===== src/rtl/usart_pkg.sv =====
// Shared constants for the console serial port register block.
// Assumes an 8-bit register file with a 2-bit address.
package usart_pkg;
    localparam int DW = 8;
    localparam int AW = 2;

    typedef enum logic [AW-1:0] {
        A_CTRL1 = 2'd0,
        A_CTRL2 = 2'd1,
        A_STAT  = 2'd2,
        A_DATA  = 2'd3
    } reg_addr_e;

    // control 1 bit positions
    localparam int C1_PAREN = 3;
    localparam int C1_RXEN  = 2;
    localparam int C1_TXEN  = 1;
    localparam int C1_DTR   = 0;
    // control 2 fields
    localparam int C2_LEN_HI = 7;
    localparam int C2_LEN_LO = 6;
    localparam int C2_ODD    = 4;

    // Mask that keeps the low bits of the programmed character length.
    function automatic logic [DW-1:0] len_mask(input logic [1:0] code);
        return {DW{1'b1}} >> code;
    endfunction
endpackage


===== src/rtl/usart_ctrl_regs.sv =====
// Holds the two control registers written from the bus.
// Assumes the write data is already de-inverted by the top.
module usart_ctrl_regs
    import usart_pkg::*;
(
    input  logic          clk,
    input  logic          rst_n,
    input  logic          wr_c1,
    input  logic          wr_c2,
    input  logic [DW-1:0] wdata,
    output logic [DW-1:0] ctrl1,
    output logic [DW-1:0] ctrl2
);
    // Capture control writes; both registers clear on reset.
    always_ff @(posedge clk) begin
        if (!rst_n) begin
            ctrl1 <= '0;
            ctrl2 <= '0;
        end else begin
            if (wr_c1) ctrl1 <= wdata;
            if (wr_c2) ctrl2 <= wdata;
        end
    end

    AST_C1_CAPTURE: assert property (@(posedge clk) disable iff (!rst_n)
        wr_c1 |=> ctrl1 == $past(wdata));
endmodule


===== src/rtl/usart_tx_path.sv =====
// Transmit holding register: masks to character length, inserts 7-bit
// parity, and hands the byte to the serializer with a load/ack handshake.
// Assumes tx_ack arrives at most once per load.
module usart_tx_path
    import usart_pkg::*;
(
    input  logic          clk,
    input  logic          rst_n,
    input  logic          wr_data,
    input  logic [DW-1:0] wdata,
    input  logic [1:0]    len_code,
    input  logic          odd_par,
    input  logic          par_en,
    input  logic          tx_en,
    input  logic          tx_ack,
    output logic          thre,
    output logic          tx_load,
    output logic [DW-1:0] tx_byte
);
    logic [DW-1:0] masked;
    logic [DW-1:0] shaped;
    logic          par_bit;
    logic          busy;

    // Mask the incoming byte to its length and place parity in 7-bit mode.
    always_comb begin
        masked  = wdata & len_mask(len_code);
        par_bit = odd_par ? ~(^masked[DW-2:0]) : (^masked[DW-2:0]);
        shaped  = masked;
        if (len_code == 2'b01 && par_en)
            shaped[DW-1] = par_bit;
    end

    // Holding register, empty flag and serializer handshake.
    always_ff @(posedge clk) begin
        if (!rst_n) begin
            tx_byte <= '0;
            thre    <= 1'b1;
            busy    <= 1'b0;
            tx_load <= 1'b0;
        end else begin
            tx_load <= tx_en && !thre && !busy;
            if (tx_en && !thre && !busy) busy <= 1'b1;
            if (tx_ack) begin
                busy <= 1'b0;
                thre <= 1'b1;
            end
            if (wr_data) begin
                tx_byte <= shaped;
                thre    <= 1'b0;
            end
        end
    end

    AST_LOAD_SINGLE: assert property (@(posedge clk) disable iff (!rst_n)
        tx_load |=> !tx_load);
    AST_ACK_EMPTIES: assert property (@(posedge clk) disable iff (!rst_n)
        (tx_ack && !wr_data) |=> thre);
    AST_LOAD_FULL: assert property (@(posedge clk) disable iff (!rst_n)
        tx_load |-> !thre || tx_ack);
endmodule


===== src/rtl/usart_rx_path.sv =====
// Receive holding register with data-received, overrun, framing and
// parity flags. Assumes rx_valid is a one-cycle strobe per byte.
module usart_rx_path
    import usart_pkg::*;
(
    input  logic          clk,
    input  logic          rst_n,
    input  logic          rx_valid,
    input  logic [DW-1:0] rx_byte,
    input  logic          rx_frame_err,
    input  logic          rx_par_err,
    input  logic          rx_en,
    input  logic          par_chk,
    input  logic          clr_flags,
    input  logic          rd_data,
    output logic [DW-1:0] rcv,
    output logic          dr,
    output logic          oe,
    output logic          fe,
    output logic          pe
);
    logic accept;
    assign accept = rx_valid && rx_en;

    // Accept bytes, track errors; a receiver-disable write clears all flags.
    always_ff @(posedge clk) begin
        if (!rst_n) begin
            rcv <= '0;
            dr  <= 1'b0;
            oe  <= 1'b0;
            fe  <= 1'b0;
            pe  <= 1'b0;
        end else begin
            if (rd_data) dr <= 1'b0;
            if (accept) begin
                rcv <= rx_byte;
                dr  <= 1'b1;
                if (dr) oe <= 1'b1;
                if (rx_frame_err) fe <= 1'b1;
                if (rx_par_err && par_chk) pe <= 1'b1;
            end
            if (clr_flags) begin
                dr <= 1'b0;
                oe <= 1'b0;
                fe <= 1'b0;
                pe <= 1'b0;
            end
        end
    end

    AST_OVERRUN: assert property (@(posedge clk) disable iff (!rst_n)
        (accept && dr && !clr_flags) |=> oe);
    AST_READ_CLEARS: assert property (@(posedge clk) disable iff (!rst_n)
        (rd_data && !accept) |=> !dr);
    AST_DISABLED_HOLD: assert property (@(posedge clk) disable iff (!rst_n)
        (rx_valid && !rx_en) |=> $stable(rcv));
endmodule


===== src/rtl/usart_modem.sv =====
// Samples the modem status inputs and flags any change until status is read.
// Assumes the inputs are already synchronous to clk.
module usart_modem (
    input  logic clk,
    input  logic rst_n,
    input  logic modem_dsr,
    input  logic modem_cd,
    input  logic rd_stat,
    output logic dsr,
    output logic cd,
    output logic msc
);
    logic change;
    assign change = (modem_dsr != dsr) || (modem_cd != cd);

    // Track input levels; a change wins over a same-cycle status read.
    always_ff @(posedge clk) begin
        if (!rst_n) begin
            dsr <= 1'b1;
            cd  <= 1'b0;
            msc <= 1'b0;
        end else begin
            dsr <= modem_dsr;
            cd  <= modem_cd;
            if (change)       msc <= 1'b1;
            else if (rd_stat) msc <= 1'b0;
        end
    end

    AST_MSC_READ: assert property (@(posedge clk) disable iff (!rst_n)
        (rd_stat && !change) |=> !msc);
    AST_MSC_SET: assert property (@(posedge clk) disable iff (!rst_n)
        change |=> msc);
endmodule


===== src/rtl/console_usart_regs.sv =====
// Top of the console serial port register interface: inverted bus decode,
// read mux with read side effects, and interrupt levels.
// Assumes a single-cycle bus access; reads are combinational.
module console_usart_regs
    import usart_pkg::*;
(
    input  logic          clk,
    input  logic          rst_n,
    input  logic          bus_sel,
    input  logic          bus_wr,
    input  logic          bus_rd,
    input  logic [AW-1:0] bus_addr,
    input  logic [DW-1:0] bus_wdata,
    output logic [DW-1:0] bus_rdata,
    input  logic          rx_valid,
    input  logic [DW-1:0] rx_byte,
    input  logic          rx_frame_err,
    input  logic          rx_par_err,
    output logic          tx_load,
    output logic [DW-1:0] tx_byte,
    input  logic          tx_ack,
    input  logic          modem_dsr,
    input  logic          modem_cd,
    output logic          irq_tx,
    output logic          irq_rx,
    output logic          irq_modem
);
    logic [DW-1:0] wdata_pos;
    logic [DW-1:0] ctrl1, ctrl2, status, rd_mux, rcv;
    logic          wr_c1, wr_c2, wr_data, rd_stat, rd_data;
    logic          thre, dr, oe, fe, pe, dsr, cd, msc;

    // Decode strobes and undo the bus inversion.
    always_comb begin
        wdata_pos = ~bus_wdata;
        wr_c1   = bus_sel && bus_wr && bus_addr == A_CTRL1;
        wr_c2   = bus_sel && bus_wr && bus_addr == A_CTRL2;
        wr_data = bus_sel && bus_wr && bus_addr == A_DATA;
        rd_stat = bus_sel && bus_rd && bus_addr == A_STAT;
        rd_data = bus_sel && bus_rd && bus_addr == A_DATA;
    end

    usart_ctrl_regs u_ctrl (
        .clk(clk), .rst_n(rst_n), .wr_c1(wr_c1), .wr_c2(wr_c2),
        .wdata(wdata_pos), .ctrl1(ctrl1), .ctrl2(ctrl2)
    );

    usart_tx_path u_tx (
        .clk(clk), .rst_n(rst_n), .wr_data(wr_data), .wdata(wdata_pos),
        .len_code(ctrl2[C2_LEN_HI:C2_LEN_LO]), .odd_par(ctrl2[C2_ODD]),
        .par_en(ctrl1[C1_PAREN]), .tx_en(ctrl1[C1_TXEN]), .tx_ack(tx_ack),
        .thre(thre), .tx_load(tx_load), .tx_byte(tx_byte)
    );

    usart_rx_path u_rx (
        .clk(clk), .rst_n(rst_n), .rx_valid(rx_valid), .rx_byte(rx_byte),
        .rx_frame_err(rx_frame_err), .rx_par_err(rx_par_err),
        .rx_en(ctrl1[C1_RXEN]), .par_chk(ctrl1[C1_PAREN]),
        .clr_flags(wr_c1 && !wdata_pos[C1_RXEN]), .rd_data(rd_data),
        .rcv(rcv), .dr(dr), .oe(oe), .fe(fe), .pe(pe)
    );

    usart_modem u_modem (
        .clk(clk), .rst_n(rst_n), .modem_dsr(modem_dsr), .modem_cd(modem_cd),
        .rd_stat(rd_stat), .dsr(dsr), .cd(cd), .msc(msc)
    );

    // Assemble status, select the read register and invert onto the bus.
    always_comb begin
        status = {msc, dsr, cd, fe, pe, oe, dr, thre};
        unique case (bus_addr)
            A_CTRL1: rd_mux = ctrl1;
            A_CTRL2: rd_mux = ctrl2;
            A_STAT:  rd_mux = status;
            default: rd_mux = rcv;
        endcase
        bus_rdata = ~rd_mux;
    end

    // Interrupt levels follow status bits.
    always_comb begin
        irq_tx    = thre;
        irq_rx    = dr;
        irq_modem = ctrl1[C1_DTR] && dsr;
    end

    AST_STATUS_WRITE_IGNORED: assert property (@(posedge clk) disable iff (!rst_n)
        (bus_sel && bus_wr && bus_addr == A_STAT) |=>
            $stable(ctrl1) && $stable(ctrl2));
    AST_RX_DISABLE_CLEARS: assert property (@(posedge clk) disable iff (!rst_n)
        (wr_c1 && !wdata_pos[C1_RXEN]) |=> !irq_rx && status[4:2] == 3'b000);
endmodule


===== config.mk =====
export PLATFORM = sky130hd
export DESIGN_NAME = console_usart_regs
export DESIGN_NICKNAME = d
export VERILOG_FILES = /design/src/rtl/usart_pkg.sv /design/src/rtl/usart_ctrl_regs.sv /design/src/rtl/usart_tx_path.sv /design/src/rtl/usart_rx_path.sv /design/src/rtl/usart_modem.sv /design/src/rtl/console_usart_regs.sv
export SDC_FILE = /design/constraint.sdc
export NUM_CORES = 1
export LEC_CHECK = 0
export ABC_AREA = 1
export CELL_PAD_IN_SITES_DETAIL_PLACEMENT = 0
export CELL_PAD_IN_SITES_GLOBAL_PLACEMENT = 2
export CORE_MARGIN = 2
export CORE_UTILIZATION = 35
export CTS_CLUSTER_DIAMETER = 50
export CTS_CLUSTER_SIZE = 25
export DETAILED_ROUTE_END_ITERATION = 12
export DONT_BUFFER_PORTS = 1
export PLACE_DENSITY = 0.75
export SYNTH_ARGS = -nofsm -noshare
export SYNTH_HDL_FRONTEND = slang
export SYNTH_SLANG_ARGS = --single-unit

===== constraint.sdc =====
create_clock -name clk -period 1.1 [get_ports clk]
set_input_delay 0.11 -clock clk [delete_from_list [all_inputs] [get_ports clk]]
set_output_delay 0.11 -clock clk [all_outputs]
set_load 0.1 [all_outputs]

## Word-level counts from Yosys, hierarchy flattened

Index checks and enable logic that the tools add are counted.

| word-level totals | value |
|---|---|
| flip-flop bits (word level) | 42 |
| input bits | 29 |
| output and inout port bits | 20 |
| word-level logic and storage cells | 63 |

| cells by class | value |
|---|---|
| eq/ne operators | 6 |
| shifts and indexed selects | 1 |
| muxes and demuxes | 9 |
| bitwise logic cells | 5 |
| reductions and logical operators | 28 |

Operator list:

| operator | number |
|---|---|
| $pmux W8 S3 | 1 |
| $not A8 Y8 | 2 |
| $logic_and A1 B1 Y1 | 14 |
| $and A8 B8 Y8 | 1 |
| $mux W1 | 8 |
| $shr A8 B2 Y8 const A | 1 |
| $reduce_xor A7 Y1 | 1 |
| $reduce_and A2 Y1 | 3 |
| $reduce_bool A2 Y1 | 3 |
| $eq A2 B1 Y1 const B | 2 |
| $eq A2 B2 Y1 const B | 2 |
| $reduce_or A2 Y1 | 2 |
| $logic_not A1 Y1 | 3 |
| $logic_not A2 Y1 | 1 |
| $ne A1 B1 Y1 | 2 |
| $not A1 Y1 | 2 |
| $logic_or A1 B1 Y1 | 1 |

## Logic depth before layout (Yosys ltp)

| depth | value |
|---|---|
| depth in word-level cells | 6 |
| depth in mapped cells | 10 |
| mapped depth without buffers | 10 |

## Cells and area by module

A second synthesis with hierarchy kept.

| second synthesis, totals | value |
|---|---|
| cell total of the unflattened synthesis | 324 |
| area total of the unflattened synthesis | 2163.3 um^2 |

By module, submodules not included:

| module | times used | cells each | area each (um^2) | sequential area each (um^2) |
|---|---|---|---|---|
| usart_ctrl_regs | 1 | 94 | 675.6 | 320.3 |
| usart_tx_path | 1 | 82 | 539.3 | 220.2 |
| usart_rx_path | 1 | 54 | 451.7 | 240.2 |
| console_usart_regs | 1 | 74 | 366.6 | 0.0 |
| usart_modem | 1 | 20 | 130.1 | 60.1 |

## Least setup slack after synthesis

OpenSTA, ideal clock, no wires.

| path | value |
|---|---|
| path type | input-to-output |
| from | in bus_addr[0] |
| to | out bus_rdata[0] |
| data arrival time | 2589 ps |
| data required time | 990 ps |
| slack | -1599 ps |
| stages | 4 |
| path buffers | 2 |
| path through | buf_6 > nand2_4 > buf_2 > o21ai_0 |

| on the way | value |
|---|---|
| longest elaborated chain between the ends | 3 |
| elaborated cells between the ends (all ways) | 5 |
| classes of those cells | 2 x eq/ne; 1 x mux; 1 x bitwise; 1 x reduce/logical |

RTL lines:

| what | line | source |
|---|---|---|
| from (decl) | console_usart_regs.sv:12 | `input logic [AW-1:0] bus_addr,` |
| $eq A2 B2 Y1, or another cell as far along | console_usart_regs.sv:71 | `unique case (bus_addr)` |
| $pmux W8 S3 (*) | console_usart_regs.sv:71 |  |
| $not A8 Y8 (*) | console_usart_regs.sv:77 | `bus_rdata = ~rd_mux;` |
| to (decl) | console_usart_regs.sv:14 | `output logic [DW-1:0] bus_rdata,` |

Every way passes the cells marked *; elsewhere a longest branch is shown, timed or not.

## Worst setup path after layout

| path | value |
|---|---|
| from | reg u_ctrl.ctrl1[3] |
| to | out bus_rdata[3] |

| on the way | value |
|---|---|
| longest elaborated chain between the ends | 2 |

RTL lines:

| what | line | source |
|---|---|---|
| from (decl) | usart_ctrl_regs.sv:11 | `output logic [DW-1:0] ctrl1,` |
| from (signal assigned) | usart_ctrl_regs.sv:20 | `if (wr_c1) ctrl1 <= wdata;` |
| $pmux W8 S3 | console_usart_regs.sv:71 |  |
| $not A8 Y8 | console_usart_regs.sv:77 |  |

No other way between the ends.

==> out/results.md <==
| Parameter | Reported |
|---|---|
| Run status | complete, but fails checks |
| Violated checks | negative hold slack, negative setup slack |
| Yosys top cell area share | 0.446 |
| Area of the multi-input gates | 1050 um2 |
| Global-route wire length before repair | 8.54 mm |
| Total number of vias | 1754 |
| Number of warnings reported in the yosys synthesis log | 0 |
| Critical-path top delay cell | sky130_fd_sc_hd__dfxtp_2 |
| Critical Path Sink Type | output pin |
| Antenna diode instance count | 0 |
| Count of distinct cell types in the synthesized netlist | 31 |
| I/O pin count | 49 |
| Largest stage delay on the critical path | 0.34 ns |
| Number of global-route vias before repair | 1787 |
| Total buffers and inverters traversed by the critical path | 1 |
| Detail-routed via count per cell | 4.98 |
| Clock transition at the register clock pins on the worst setup and hold paths after CTS | 0.08 ns |
| Register cell area after layout | 873 um2 |
| Maximum vdd ir drop | 0.714 mV |
| Synth-to-layout area growth | 40.3% |
| Post-synth net total | 268 |
| Period utilisation layout | 1.22 |
| Max-slew violations | 0 |
| RSZ-0062 raised after global routing | yes |
| Number of antenna violations at the first check in global routing | 0 |
| Remaining Overflow, GRT | 0 |
| Dominant cell type by area after synthesis | sky130_fd_sc_hd__dfxtp_1 |
| Dpl ws | -0.0390 ns |
| Antenna Nets Post-Route | 0 |
| Cell area after technology mapping | 1880 um2 |
| Remaining DRCs | 0 |
| MaxCap Viol Count | 0 |
| Largest net degree at the start of global routing | 36 |
| Crit Path Class | flop to output pin |
| Accumulated negative setup slack | -1.77 ns |
| Final worst path period need | 1.34 ns |
| Filler Cells Inserted | 539 |
| Insertion delay to the later sink of the worst-skew pair | 0.29 ns |
| Vertical die dimension | 77.4 um |
| Maximum operating frequency | 0.744 GHz |
| Initial cell density of the core | 0.367 |
| Number of synthesized register bits | 42 |
| Area of all placed cells without fillers | 2640 um2 |
| Kind of start point of the critical path | flop |
| Number of cells after detailed placement | 323 |
| DP Wirelength | 3.57 mm |
| Core footprint | 5140 um2 |
| Largest driver fanout on the critical path | 2 |
| Clock tree from TritonCTS | built |
| Worst hold margin | -0.102 ns |
| Largest clock skew in the final design | 0.0124 ns |
| Slack of the critical path | -0.243 ns |
| Setup violation total in the final timing report | 9 |
| Sequential cell area fraction in the yosys report | 0.446 |
| Slack of the worst reg-to-reg path | -0.11 ns |
| Share of post-route cells with drive strength above 1 | 0.387 |
| CTS sink count | 42 |
| Data arrival time of the worst path | 1.23 ns |
| Hold/Removal Path Class | primary input to flop |
| Avg WL per Cell | 14.3 um |
| Static leakage | 1.07 nW |
| Ranking of synthesized cells by area | sky130_fd_sc_hd__dfxtp_1 45%, sky130_fd_sc_hd__o21ai_0 9.0%, sky130_fd_sc_hd__nand2_1 6.8% |
| Number of standard cells in the layout, taps in and fillers out | 352 |
| Die ar. | 5990 um2 |
| Routability congestion estimate | 0.772 |
| Cell-by-cell trace of the critical path | inv_2 > o211ai_1 > o21ai_4 |
| Post-CTS Hold Fix Bufs | 13 |
| H-tree levels | 2 |
| Slew at the pin closest to its max-slew limit | 0.707 ns |
| Worst Path Required | 0.99 ns |
| CP top delay family | compound AO/OA/AOI/OAI gates |
| First DRT Iteration DRCs | 33 |
| Mean cell area of the mapped netlist | 7.88 um2 |
| Max clock buf depth | 2 |
| Headroom to the max-slew limit | 0.527 |
| NumNets Final | 310 |
| Final-report hold violation count | 32 |
| Overall fraction of global-route tracks in use | 0.178 |
| Post-place instance area | 2240 um2 |
| Synth Instances | 239 |
| Cell row count | 26 |
| CTS Root Buffer Type | sky130_fd_sc_hd__clkbuf_8 |
| TritonCTS Buffers | 5 |
| Input/output buffers | 0 |
| Die extent in x | 77.4 um |
| Number of search-and-repair iterations in the first detailed-routing pass | 4 |
| Wire length after detailed routing | 5.02 mm |
| Cell area power density | 1300 nW/um2 |
==> area by class of cell <==
class	instances	area share
inverters	25	0.0364
multi-input cells	162	0.398
well taps	70	0.0331
flip-flops and latches	42	0.330
repair buffers	45	0.163
clock inverters	2	0.00379
clock buffers	6	0.0355
==> flip-flops by register name, indices dropped and copies added, names as in the netlist <==
name	cells
u_ctrl.ctrl1	8
u_ctrl.ctrl2	8
u_modem.cd	1
u_modem.dsr	1
u_modem.msc	1
u_rx.dr	1
u_rx.fe	1
u_rx.oe	1
u_rx.pe	1
u_rx.rcv	8
u_tx.busy	1
u_tx.thre	1
u_tx.tx_byte	8
u_tx.tx_load	1
==> kinds of logic after synthesis <==
logic type	share of synthesized area
buf+inv	0.0943
simple gates	0.190
flops	0.446
xor+xnor	0.0139
compound gates	0.256
==> through the flow <==
| stage | hold slack, ns | util | total power, mW |
|---|---|---|---|
| floorplan | 0.189 | - | 2.19 |
| global placement | 0.191 | 0.436 | 2.24 |
| detailed placement | 0.195 | 0.436 | 2.25 |
| CTS | -0.110 | 0.495 | 3.44 |
| global route | -0.110 | 0.514 | 3.59 |
| finish | -0.102 | 0.514 | 3.43 |
==> report_power, final <==
part	total [mW]	switching [mW]	leakage [nW]	internal [mW]
Clock	1.12	0.543	0.0561	0.578
Sequential	1.60	0.0336	0.351	1.57
Combinational	0.713	0.490	0.659	0.222
Total	3.43	1.07	1.07	2.37
==> final timing paths <==
check,end,startpoint,cells after the start
worst max-delay path,bus_rdata[3],u_ctrl.ctrl1[3],3
worst max register to register,u_tx.tx_byte[7],u_ctrl.ctrl2[7],5
worst min-delay path,u_tx.thre,rst_n,1
worst min register to register,u_tx.tx_load,u_tx.busy,1
==> placed cells by master (no fill, tap or decap), drive strengths merged <==
cell	n
o31ai	2
dlygate4sd3	13
a31oi	2
buf	32
clkinv	2
clkbuf	6
dfxtp	42
inv	25
nor2	24
o2111ai	3
nand4	1
or2	1
nand3	7
o211ai	4
nor4	1
a21oi	29
nand2	37
xnor2	2
xor2	1
o21ai	46
nor3	2
==> routing by layer <==
metal,GRT usage,vias to the layer above,share of wire
li1,-,884,-
met1,0.229,813,0.46
met2,0.292,49,0.47
met3,0.0430,8,0.050
met4,0.0625,0,0.015
met5,0,-,0
==> Yosys cell counts <==
library cell,count
sky130_fd_sc_hd__buf_1,1
sky130_fd_sc_hd__nand2_2,1
sky130_fd_sc_hd__o21ai_2,1
sky130_fd_sc_hd__a21oi_1,24
sky130_fd_sc_hd__inv_1,21
sky130_fd_sc_hd__o21ai_1,11
sky130_fd_sc_hd__a21oi_2,5
sky130_fd_sc_hd__nand2_1,34
sky130_fd_sc_hd__a31oi_1,2
sky130_fd_sc_hd__o21ai_0,34
sky130_fd_sc_hd__nor2_8,2
sky130_fd_sc_hd__nand3_1,7
sky130_fd_sc_hd__nor2_1,20
sky130_fd_sc_hd__o2111ai_1,3
sky130_fd_sc_hd__nand2_4,2
sky130_fd_sc_hd__clkbuf_1,2
sky130_fd_sc_hd__dfxtp_1,42
sky130_fd_sc_hd__xor2_1,1
sky130_fd_sc_hd__nor4_1,1
sky130_fd_sc_hd__o211ai_1,4
sky130_fd_sc_hd__inv_4,1
sky130_fd_sc_hd__buf_6,4
sky130_fd_sc_hd__buf_8,1
sky130_fd_sc_hd__nor3_1,2
sky130_fd_sc_hd__or2_2,1
sky130_fd_sc_hd__buf_2,2
sky130_fd_sc_hd__inv_2,3
sky130_fd_sc_hd__o31ai_1,2
sky130_fd_sc_hd__xnor2_1,2
sky130_fd_sc_hd__nor2_4,2
sky130_fd_sc_hd__nand4_1,1
==> repair_timing <==
item                                    in CTS  in global routing
pin swaps                                   14                 11
setup buffers                                5                  3
resized for setup                           22                 21
hold endpoints to repair                    36                 30
endpoints found under the setup margin      10                 10
cloned                                       0                  0
(Power assumes the default switching activity.)
